===== src/rtl/tpg_pkg.sv =====
package tpg_pkg;
  typedef enum logic {
    MODE_HALF = 1'b0,
    MODE_PRBS = 1'b1
  } tpg_mode_e;
endpackage


===== src/rtl/tpg_frame_sync.sv =====
module tpg_frame_sync (
  input  logic clk,
  input  logic rst,
  input  logic vsync,
  input  logic de,
  output logic load_o,
  output logic de_dly_o
);
  logic de_q;
  logic armed_q;

  // Reseed event: an armed rising edge of DE.
  assign load_o   = armed_q & de & ~de_q;
  assign de_dly_o = de_q;

  always_ff @(posedge clk) begin
    if (rst) begin
      de_q    <= 1'b0;
      armed_q <= 1'b0;
    end else begin
      de_q    <= de;
      armed_q <= ~load_o & (armed_q | vsync);
    end
  end

  // after a reseed, DE is high, so no rising edge exists one cycle later.
  assert_single_load_R5: assert property (@(posedge clk) disable iff (rst)
    load_o |=> !load_o);

  // the delayed strobe follows the input one edge later.
  assert_de_delay_R10: assert property (@(posedge clk) disable iff (rst)
    !$past(rst) |-> de_dly_o == $past(de));
endmodule


===== src/rtl/tpg_lfsr.sv =====
module tpg_lfsr #(
  parameter int             W    = 23,
  parameter int             TAP  = 5,
  parameter logic [W-1:0]   SEED = {{(W-1){1'b0}}, 1'b1}
) (
  input  logic         clk,
  input  logic         rst,
  input  logic         load,
  output logic         run_o,
  output logic [W:0]   tap_vec_o
);
  logic [W-1:0] state_q;
  logic [W-1:0] src;
  logic         run_q;

  function automatic logic fb_of(input logic [W-1:0] s);
    return s[W-1] ^ s[TAP-1];
  endfunction

  function automatic logic [W-1:0] step(input logic [W-1:0] s);
    return {s[W-2:0], fb_of(s)};
  endfunction

  // Source of the current pixel: the seed on a reseed edge, else the live state.
  assign src       = load ? SEED : state_q;
  assign tap_vec_o = {fb_of(src), src};
  assign run_o     = run_q;

  always_ff @(posedge clk) begin
    if (rst) begin
      state_q <= SEED;
      run_q   <= 1'b0;
    end else if (load) begin
      state_q <= step(SEED);
      run_q   <= 1'b1;
    end else if (run_q) begin
      state_q <= step(state_q);
    end
  end

  assert_no_zero_state_R9: assert property (@(posedge clk) disable iff (rst)
    state_q != '0);

  assert_hold_seed_R6: assert property (@(posedge clk) disable iff (rst)
    (!run_q && !load) |=> state_q == SEED);
endmodule


===== src/rtl/tpg_half.sv =====
module tpg_half #(
  parameter int              CH_W   = 8,
  parameter logic [CH_W-1:0] BYTE_A = 8'h01,
  parameter logic [CH_W-1:0] BYTE_B = 8'hFF
) (
  input  logic            clk,
  input  logic            rst,
  input  logic            adv,
  output logic [CH_W-1:0] byte_o
);
  logic ph_q;

  assign byte_o = ph_q ? BYTE_B : BYTE_A;

  always_ff @(posedge clk) begin
    if (rst)      ph_q <= 1'b0;
    else if (adv) ph_q <= ~ph_q;
  end

  assert_half_toggle_R7: assert property (@(posedge clk) disable iff (rst)
    adv |=> byte_o != $past(byte_o));
endmodule


===== src/rtl/tpg_video_pattern.sv =====
module tpg_video_pattern #(
  parameter int                  CH_W   = 8,
  parameter int                  N_CH   = 3,
  parameter int                  LFSR_W = 23,
  parameter int                  TAP    = 5,
  parameter logic [LFSR_W-1:0]   SEED   = 23'h000001,
  parameter logic [CH_W-1:0]     HALF_A = 8'h01,
  parameter logic [CH_W-1:0]     HALF_B = 8'hFF
) (
  input  logic                   clk,
  input  logic                   rst,
  input  logic                   mode_sel,
  input  logic                   vsync,
  input  logic                   de,
  output logic [N_CH*CH_W-1:0]   pix_o,
  output logic                   de_o
);
  import tpg_pkg::*;

  localparam int PIX_W = N_CH * CH_W;

  tpg_mode_e           mode;
  logic                prbs;
  logic                load_w;
  logic                run_w;
  logic [LFSR_W:0]     tap_vec;
  logic [CH_W-1:0]     half_byte;
  logic [PIX_W-1:0]    pix_d;
  logic                prev_prbs_q;

  assign mode = tpg_mode_e'(mode_sel);
  assign prbs = (mode == MODE_PRBS);

  tpg_frame_sync u_sync (
    .clk      (clk),
    .rst      (rst),
    .vsync    (vsync),
    .de       (de),
    .load_o   (load_w),
    .de_dly_o (de_o)
  );

  tpg_lfsr #(.W(LFSR_W), .TAP(TAP), .SEED(SEED)) u_lfsr (
    .clk       (clk),
    .rst       (rst),
    .load      (load_w),
    .run_o     (run_w),
    .tap_vec_o (tap_vec)
  );

  tpg_half #(.CH_W(CH_W), .BYTE_A(HALF_A), .BYTE_B(HALF_B)) u_half (
    .clk    (clk),
    .rst    (rst),
    .adv    (!prbs),
    .byte_o (half_byte)
  );

  // Per-channel select between the tap slice and the shared half-clock byte.
  for (genvar ch = 0; ch < N_CH; ch++) begin : g_ch
    assign pix_d[ch*CH_W +: CH_W] = prbs ? tap_vec[ch*CH_W +: CH_W] : half_byte;
    if (ch > 0) begin : g_eq
      assert_channels_equal_R7: assert property (@(posedge clk) disable iff (rst)
        !prbs |=> pix_o[ch*CH_W +: CH_W] == pix_o[CH_W-1:0]);
    end
  end

  always_ff @(posedge clk) begin
    if (rst) begin
      pix_o       <= '0;
      prev_prbs_q <= 1'b0;
    end else begin
      pix_o       <= pix_d;
      prev_prbs_q <= prbs;
    end
  end

  assert_shift_R2: assert property (@(posedge clk) disable iff (rst)
    (prbs && prev_prbs_q && run_w && !load_w) |=>
      pix_o[PIX_W-2:0] == {$past(pix_o[PIX_W-3:0]), $past(pix_o[PIX_W-1])});

  assert_feedback_R2: assert property (@(posedge clk) disable iff (rst)
    prbs |=> pix_o[PIX_W-1] == (pix_o[PIX_W-2] ^ pix_o[TAP-1]));

  assert_seed_first_R3: assert property (@(posedge clk) disable iff (rst)
    (load_w && prbs) |=> pix_o[LFSR_W-1:0] == SEED);

  assert_mode_effect_R8: assert property (@(posedge clk) disable iff (rst)
    !prbs |=> (pix_o[CH_W-1:0] == HALF_A) || (pix_o[CH_W-1:0] == HALF_B));
endmodule


===== config.mk =====
export PLATFORM = sky130hd
export DESIGN_NAME = tpg_video_pattern
export DESIGN_NICKNAME = d
export VERILOG_FILES = /design/src/rtl/tpg_pkg.sv /design/src/rtl/tpg_frame_sync.sv /design/src/rtl/tpg_lfsr.sv /design/src/rtl/tpg_half.sv /design/src/rtl/tpg_video_pattern.sv
export SDC_FILE = /design/constraint.sdc
export NUM_CORES = 1
export LEC_CHECK = 0
export ABC_AREA = 1
export BUFFER_PORTS_ARGS = -buffer_cell sky130_fd_sc_hd__buf_4
export CAP_MARGIN = 30
export CORE_MARGIN = 3
export CORE_UTILIZATION = 54
export DETAILED_ROUTE_END_ITERATION = 8
export PLACE_DENSITY = 0.86
export SYNTH_ARGS = -nofsm -noshare
export SYNTH_HDL_FRONTEND = slang
export SYNTH_SLANG_ARGS = --single-unit

===== constraint.sdc =====
create_clock -name clk -period 1.4 [get_ports clk]
set_clock_uncertainty 0.1 [all_clocks]
set_input_delay 0.21 -clock clk [delete_from_list [all_inputs] [get_ports clk]]
set_output_delay 0.21 -clock clk [all_outputs]
set_load 0.05 [all_outputs]

; ---- Word-level counts from Yosys, hierarchy flattened
; Index checks and enable logic that the tools add are counted.
[classes]
mux = 7
bitwise = 9
n_reduce_logical = 2
[op_table]
columns = op, count
row1 = 8-bit 2-to-1 mux, 4
row2 = 23-bit 2-to-1 mux, 1
row3 = 2-bit 2-to-1 mux, 2
row4 = 1-bit bitwise AND, 3
row5 = 1-bit inverter, 3
row6 = 2-bit nonzero test, 1
row7 = 2-bit OR reduction, 1
row8 = 1-bit XOR, 2
row9 = 1-bit bitwise OR, 1
[word_totals]
regBits = 51
in_bits = 5
output_inout_bits = 25
word_cells = 25

; ---- Longest topological paths before layout
[depth]
depth_word = 5
ltp_mapped = 6
mapped_depth_nobuf = 6

; ---- By module
; From an unflattened synthesis, not the netlist that was laid out.
[hier_totals]
cells_unflattened = 245
area_unflattened_um2 = 2128.3
[by_module_without_submodules]
columns = module, instances, cells_per_inst, area_each_um2, seq_area_each_um2
row1 = tpg_lfsr, 1, 135, 1147.4, 480.5
row2 = tpg_video_pattern, 1, 86, 808.3, 480.5
row3 = tpg_half, 1, 15, 102.6, 20.0
row4 = tpg_frame_sync, 1, 9, 70.1, 40.0

; ---- Worst setup path after synthesis
; OpenSTA, ideal clock, no wires.
[synth_path]
kind = register -> register
from = register u_sync.de_q, in the netlist u_sync.de_dly_o
to = register pix_o[1]
setup_ps = 74
arrival_time_ps = 1197
required_time_ps = 1226
slack_ps = 28
path_stages_with_launch = 6
n_path_buf = 1
period_less_slack_ps = 1372
path_cell_list = dfxtp_1 -> inv_1 -> nand3_2 -> nand2_4 -> buf_6 -> o21ai_0
[synth_between]
elab_chain_len = 4
[synth_rtl]
columns = item, line_no
row1 = from (decl), tpg_frame_sync.sv:9  ; logic de_q;
row2 = from (signal assigned), tpg_frame_sync.sv:18  ; de_q <= 1'b0;
row3 = from (signal assigned), tpg_frame_sync.sv:21  ; de_q <= de;
row4 = 1-bit inverter, tpg_frame_sync.sv:13  ; assign load_o = armed_q & de & ~de_q;
row5 = 1-bit bitwise AND, tpg_frame_sync.sv:13
row6 = 23-bit 2-to-1 mux, tpg_lfsr.sv:25  ; assign src = load ? SEED : state_q;
row7 = 8-bit 2-to-1 mux, tpg_video_pattern.sv:60  ; assign pix_d[ch*CH_W +: CH_W] = prbs ? tap_vec[ch*CH_W +: CH_W] : half_byte;
row8 = to (signal assigned), tpg_video_pattern.sv:72  ; pix_o <= pix_d;
row9 = to (decl), tpg_video_pattern.sv:15  ; output logic [N_CH*CH_W-1:0] pix_o,
; No other way between the ends.
; A chain may end at the register's enable or synchronous reset.

; ---- Final worst setup path
[layout_path]
from = input port de
to = register pix_o[7]
[layout_between]
elab_chain_len = 4
[layout_rtl]
columns = item, line_no
row1 = from (decl), tpg_video_pattern.sv:14  ; input logic de,
row2 = 1-bit bitwise AND (2 in series), tpg_frame_sync.sv:13
row3 = 23-bit 2-to-1 mux, tpg_lfsr.sv:25
row4 = 8-bit 2-to-1 mux, tpg_video_pattern.sv:60
; No other way between the ends.

==> summary.txt <==
Worst setup path
  – WP data required: 1.58 ns
  – Setup crit start kind: primary input
  – WS Path Type: in2reg
  – Critical Path Fanout Max: 26
  – Setup crit end kind: register
  – CP arrival: 1.46 ns

Route
  – Initial DRT Pass Iterations: 5
  – Avg WL per Cell: 10.07 microns
  – DR iter-0 viols: 87
  – Vias: 1340
  – # DRC: 0
  – Routed wire length: 2881 microns
  – Drt via density: between 4 and 5
  – Routed Antenna Nets: 0

Synth
  – Syn Nets: 215
  – Yosys warnings: 0
  – Main area contributors after synthesis: dfxtp_1 (57%), nand2_1 (14%), a21oi_1 (5.9%), o21ai_0 (5.6%), buf_6 (5.0%)
  – XOR/XNOR share of the synthesized area: 0%
  – Mux contribution to synthesized area: 0%
  – Simple-gate share of the synthesized area: 19.82%
  – Post-Synth Adder-Cell Area: 0%
  – #FFs+latches synth: 51
  – Post-synth top area cell: dfxtp_1
  – Synthesized area: approximately 1800 sq um
  – Distinct cells, synth: 21
  – Share of the synthesized area in the top cell type: 57.14%
  – Register area share after synthesis: 57.14%
  – Gate Count Post-Synth: 210
  – Main combinational cell family by area after synthesis: simple AND/OR/NAND/NOR gates
  – Post-synthesis compound-gate area fraction: 12.96%
  – Mean post-synth cell area: approximately 8.5 sq um

Floorplan
  – Die X: around 64 microns
  – Vert. Die Dim: ~64 microns
  – DIE AREA: 4035 sq um
  – Row cnt: 20
  – Initial core utilization: a little under three fifths
  – Core area: 3103 sq um
  – Number of top-level pins: 30

Cells and area
  – Commonest non-fill, non-tap cells in the layout: nand2_1 (66), dfxtp_1 (51), buf_4 (33), a21oi_1 (21), o21ai_0 (20)
  – Final net count: roughly 250
  – Layout cell share with drive strength beyond 1: 19.83%
  – Leading cell type in the layout, fill and taps excluded: nand2_1
  – Final Util: 67.46%
  – Area growth, synth to finish: 17.16%
  – Antenna fix cells: 0
  – Multi-input combinational cell area: 585.6 sq um
  – Fin area: 2093 sq um
  – Fillers: ~260
  – Non-filler instance count after layout: 286
  – FF+latch area: slightly above 1000 sq um

STA
  – Slew Viols, Final: 0
  – Unrepaired setup endpoints after global routing: no
  – F_max: ~0.78 GHz
  – Max_slew headroom: 84.59%
  – Setup TNS: 0 ns
  – PnR worst setup slack: 0.1202 ns
  – # setup viols final: 0
  – Period minus WS final: 1.280 ns
  – Hold WS: 0.3821 ns
  – Final Hold Fails: 0
  – Period utilization: between 90% and 100%
  – Worst Tran Pin Value: 0.2309 ns

Clock network
  – Clk sinks: 51
  – CTS root buf: clkbuf_4
  – Clock tree from TritonCTS: built
  – Postcts setup bufs: 0
  – Skew-Pair Late Insertion Delay: 0.36 ns
  – Clock Tree Buf Depth: 2
  – Reg clk slew, reported paths: 0.12 ns
  – Cts bufs inserted: 5
  – H-tree levels: 2
  – Post-CTS resize count: 0

Power
  – LEAKAGE: approximately 0.86 nW
  – Cell Pwr Density: about 1200 nW/um^2
  – Power, Total: around 2.4 mW
  – Peak VDD IR: 0.5132 mV

Placed design
  – DP Area: 1997 sq um
  – Dpl hpwl: around 2000 microns
  – Gpl congestion: 0.8311
  – Dpl ws: about 0.24 ns
  – PortBufs: 29
  – Placed Instances: 275

Global route
  – Total gr overflow: 0
  – Initial antenna violation count: 0
  – Largest net degree at the start of global routing: 27
  – First-pass GRT wire length: 5043 microns
  – GRT Total Usage: 15.88%
  – Vias in the first global route: roughly 1100

Job
  – Max_cap viols: 0

Outcome
  – Status: complete, no violations

Min path
  – Worst hold path class: reg2reg
-- per-layer routing --
metal	up-vias	global-route usage, %	share of wire (%)
li1	728	-	-
met1	557	21.52	48
met2	47	23.47	43
met3	8	2.674	6.5
met4	0	9.704	3.0
met5	-	0	0
-- final timing paths --
kind,from,to,slack [ns],cells after the start
max,de,pix_o[7],0.12,6
min,u_lfsr.state_q[8],u_lfsr.state_q[9],0.38,2
max reg2reg,u_sync.armed_q,pix_o[7],0.23,4
min reg2reg,u_lfsr.state_q[8],u_lfsr.state_q[9],0.38,2
-- power breakdown --
part / internal [mW] / switching [mW] / leakage, nW
clock: 0.233 / 0.401 / 0.0341
combinational: 0.0978 / 0.204 / 0.412
sequential: 1.49 / 0.0164 / 0.415
total: 1.82 / 0.621 / 0.861
-- cell usage after synthesis --
| cell | n |
|---|---|
| nand2_1 | 66 |
| dfxtp_1 | 51 |
| a21oi_1 | 21 |
| o21ai_0 | 20 |
| nor2_1 | 15 |
| inv_1 | 10 |
| buf_6 | 8 |
| buf_2 | 4 |
| nand3_1 | 2 |
| o22ai_1 | 2 |
| a21oi_2 | 1 |
| and2_1 | 1 |
| buf_4 | 1 |
| buf_8 | 1 |
| inv_2 | 1 |
| inv_4 | 1 |
| nand2_4 | 1 |
| nand3_2 | 1 |
| nand4_1 | 1 |
| nor2_2 | 1 |
| o21ai_1 | 1 |
-- kinds of logic after synthesis --
family / Yosys count
compound gates: 45
flops: 51
buf+inv: 26
simple gates: 88
-- sequential cells by signal, summed over array words and instances (netlist names) --
register         cells
u_lfsr.state_q      23
u_sync.de_dly_o      1
u_half.ph_q          1
u_lfsr.run_o         1
u_sync.armed_q       1
pix_o               24
-- cell type report --
cell class	instances	area share (%)
flip-flops and latches	51	48.77
multi-input cells	133	27.97
repair buffers	39	15.66
well taps	44	2.630
clock buffers	6	2.451
inverters	12	2.271
clock inverters	1	0.2391
-- worst max-delay path, stage by stage --
cell and delay, ns:
dlygate4sd3_1 0.54, buf_4 0.14, nand3_2 0.15, nand2_4 0.09, buf_12 0.16, o21ai_0 0.16
-- what timing repair did --
action | CTS | global route
endpoints found under the hold margin | 4 | 0
setup endpoints to repair | 0 | 0
hold buffers | 4 | 0
Note: power is estimated with default switching activity, not from simulation.
